`src/rtl/stair_sine_gen.sv`:
```
module stair_sine_gen #(
  parameter int STAGES    = 8,
  parameter int SAMPLE_W  = 16,
  parameter int AMPLITUDE = 30000
) (
  input  logic                       clk,
  input  logic                       rst,
  input  logic                       en,
  output logic [STAGES-1:0]          taps,
  output logic signed [SAMPLE_W-1:0] sample
);

  localparam real PI = 3.14159265358979;

  function automatic int weight(input int k);
    real lo, hi;
    lo = $cos(PI * k / STAGES);
    hi = $cos(PI * (k + 1) / STAGES);
    return int'((AMPLITUDE / 2.0) * (lo - hi));
  endfunction

  function automatic int peak_sum();
    int s;
    s = 0;
    for (int k = 0; k < STAGES; k++) s += weight(k);
    return s;
  endfunction

  localparam int PEAK = peak_sum();

  logic [STAGES-1:0]          ring_q, ring_d;
  logic [STAGES-2:0]          edges;
  logic                       ring_ok;
  logic signed [SAMPLE_W-1:0] term [STAGES];
  logic signed [SAMPLE_W-1:0] sum_d;

  assign edges   = ring_q[STAGES-1:1] ^ ring_q[STAGES-2:0];
  assign ring_ok = (edges & (edges - 1'b1)) == '0;
  assign ring_d  = ring_ok ? {ring_q[STAGES-2:0], ~ring_q[STAGES-1]} : '0;

  for (genvar k = 0; k < STAGES; k++) begin : g_weight
    localparam int WK = weight(k);
    assign term[k] = ring_d[k] ? SAMPLE_W'(WK) : SAMPLE_W'(-WK);
  end

  always_comb begin
    sum_d = '0;
    for (int k = 0; k < STAGES; k++) sum_d = sum_d + term[k];
  end

  always_ff @(posedge clk) begin
    if (rst) begin
      ring_q <= '0;
      sample <= SAMPLE_W'(-PEAK);
    end else if (en) begin
      ring_q <= ring_d;
      sample <= sum_d;
    end
  end

  assign taps = ring_q;

  a_r1_reset_ring: assert property (@(posedge clk)
    rst |=> (taps == '0));

  a_r3_hold: assert property (@(posedge clk) disable iff (rst)
    (!rst && !en) |=> $stable(sample));

  a_r2_single_step: assert property (@(posedge clk) disable iff (rst)
    (!rst && en && ring_ok) |=> ($countones(taps ^ $past(taps)) == 1));

  a_r6_legal_after_step: assert property (@(posedge clk) disable iff (rst)
    (!rst && en) |=> ring_ok);

  a_r8_rising_half: assert property (@(posedge clk) disable iff (rst)
    (!rst && en && ring_ok && !taps[STAGES-1]) |=> (sample > $past(sample)));

  a_r8_falling_half: assert property (@(posedge clk) disable iff (rst)
    (!rst && en && ring_ok && taps[STAGES-1]) |=> (sample < $past(sample)));

endmodule

```
`config.mk`:
```
export PLATFORM = sky130hd
export DESIGN_NAME = stair_sine_gen
export DESIGN_NICKNAME = d
export VERILOG_FILES = /design/src/rtl/stair_sine_gen.sv
export SDC_FILE = /design/constraint.sdc
export NUM_CORES = 1
export LEC_CHECK = 0
export ABC_AREA = 1
export BUFFER_PORTS_ARGS = -buffer_cell sky130_fd_sc_hd__buf_4
export CAP_MARGIN = 10
export CORE_ASPECT_RATIO = 0.7
export CORE_MARGIN = 5
export CORE_UTILIZATION = 55
export DETAILED_ROUTE_END_ITERATION = 7
export GPL_TIMING_DRIVEN = 0
export PLACE_DENSITY = 0.79
export SLEW_MARGIN = 10
export SYNTH_ARGS = -nofsm -noshare
export SYNTH_HDL_FRONTEND = slang
export SYNTH_SLANG_ARGS = --single-unit
```
`constraint.sdc`:
```
create_clock -name clk -period 4.9 [get_ports clk]
set_input_delay 1.47 -clock clk [delete_from_list [all_inputs] [get_ports clk]]
set_output_delay 1.47 -clock clk [all_outputs]
set_load 0.05 [all_outputs]
```
==> flow_summary.ini <==
[outcome]
status = finished, final reports clean

[worst_hold_path]
hp-class = reg -> reg
worstHoldPathCells = 2
whs_endpoint = sample[15]
hp-start = sample[15]

[floorplan]
num_rows = 22
start_util_pct = 57.1
dieArea_um2 = 7100
die_w_um = 98.6
core_um2 = 5290
io_pins = 27
fp.dieH_um = 72

[global_route]
grt_use_total_pct = 21.9
grt_pass1_vias = 2699
antenna_found_initial = 0
grt_max_degree = 13
grt_pass1_wl_um = 12400
grt_overflow = 0

[critical_path]
crit_cells = 22
critPathBufInv = 7
cpMostUsedCell = buf_6
critPathTopFamily = adder cells
r2r_slack_ns = 0.08
cp-end-kind = flop
cp_slowest_cell = fa_2
r2r_start = taps[7]
max_stage_delay_ns = 0.64
path_cells = buf_6, inv_4, nand2_4, o21ai_2, o21ai_4, buf_6, nand3_4, fa_2, buf_6, fa_2, buf_4, fa_1, fa_1, inv_1, ha_4, nand2_2, nor2_2, nand3_2, nand4_1, nand3_1, nand2_1, inv_1
r2r_cells = 22
r2r-end = sample[14]
cp-start-kind = flop
worst_ep_arrival_time_ns = 4.98
cp.required_ns = 5.06
path_max_fanout = 6
crit_type = reg -> reg

[cts]
root_buffer = clkbuf_8
clkTransAtPathRegs_ns = 0.08
clockBufferDepth = 2
numCtsBuffers = 3
tritoncts = yes
holdBufCountCts = 0
cts_sinks = 22
htreeDepth = 1
insertion_delay_ns = 0.27

[sta]
setup_ws_ns = 0.0829
drv_slew = 0
period_needed_ns = 4.82
hold_slack_ns = 0.485
setup_violations = 0
period_share_pct = 98.3
max_freq_mhz = 208
grt_setup_unrepaired = yes
hold_viol_final = 0
fin_worst_skew_ns = 0.0123

[route]
via_per_inst = 5.23
vias = 2706
wire_per_inst_um = 15.9
postRouteAntennaNets = 0
dr.pass1.iters = 4
drc = 0
wirelength_um = 8220
drt-initial-drc-count = 93

[synthesis]
yosysSeqAreaShare_pct = 14.6
synth_warnings = 0
yosysUniqueCellTypes = 34
netlist_instances = 377
yosys_register_bits = 22
synthTopCellsByArea = fa_1, dfxtp_1, inv_1
synth.largest_area_cell = fa_1
synth_top_area_share_pct = 30.5
synth_area_per_cell_um2 = 8.01
synth_area_um2 = 3020

[finish]
syn2layout_area_growth_pct = 33.9
layout_commonest_cell = inv_1
nNetsFinal = 520
final_cell_mix = inv_1, nand2_1, buf_4
drive_above_1_share_pct = 35.5
final_util_pct = 76.5
n_antenna_cell = 0
final_cell_count_no_fill = 517

[placed_design]
portBuffers = 24
gp_congestion = 0.893
dp_cells = 474
dp_slack_ns = -0.461
dp_hpwl_um = 5640

[flow_run]
cap_violations = 0
==> metal layers <==
layer	track usage, %	vias to the layer above	part of all wire (%)
li1	-	1274	-
met4	4.70	0	1.6
met1	27.1	1333	42
met2	38.5	82	50
met5	0	-	0
met3	6.24	17	5.9
==> cells in the mapped netlist, drive strengths merged <==
library cell and number:
conb 1, a21o 1, nand2 68, xor2 1, o21ai 22, nor2 29
nand3b 1, clkbuf 5, a21oi 22, a31o 1, or2 1, nand3 25
ha 25, a211o 1, xnor2 3, o21bai 2, o31ai 1, dfxtp 22
inv 92, buf 4, fa 46, nand4 2, o211ai 2
==> logic make-up after synthesis <==
logic type                 share of synthesized area [%]
buffers and inverters                               13.2
and+or+nand+nor                                     19.0
adders and majority gates                           40.8
AOI/OAI and AO/OA                                   11.1
other                                              0.124
DFF                                                 14.6
xor gates and xnor gates                            1.16
==> repair_timing <==
action	4_1_cts	5_1_grt
pin swaps	9	37
buffers inserted	20	20
endpoints found under the setup margin	8	8
gates resized for setup	25	58
hold endpoints to repair	0	0
==> worst min-delay path, delay by kind of cell (launching register included) <==
family,cells,cell delay [ns]
AO/OA/AOI/OAI,1,0.07
flip-flops,1,0.33
AND/OR/NAND/NOR,1,0.06
==> registers in the layout, indices dropped and copies added (netlist names) <==
register	count
sample	14
taps	8
==> worst max path at each step <==
stage | from | to | slack, ns
6_report | taps[7] | sample[14] | 0.08
3_3_place_gp | taps[7] | sample[15] | -0.36
2_1_floorplan | taps[7] | sample[15] | -0.004
4_1_cts | taps[7] | sample[11] | 0.01
5_1_grt | taps[7] | sample[14] | -0.1
3_5_place_dp | taps[7] | sample[15] | -0.46
==> metrics by stage <==
| stage | TNS [ns] | instance area [um^2] |
|---|---|---|
| 6_report | 0 | 4040 |
| 5_1_grt | -0.327 | 4040 |
| 4_1_cts | 0 | 3680 |
| 3_5_place_dp | -1.98 | 3330 |
| 3_3_place_gp | -1.38 | 3330 |
| 2_1_floorplan | -0.00386 | 3060 |
==> final cells by class <==
type	count	area, um^2
plain buffers	8	38.8
clock buffers	3	41.3
clock inverters	1	3.75
fillers	359	1240
inverters	92	360
multi-input cells	255	2510
flip-flops and latches	22	463
well taps	72	90.1
repair buffers	64	539
Power is left out: the tool's default activity adds up to more than one toggle a clock period on the data nets, which glitch-free logic cannot reach.
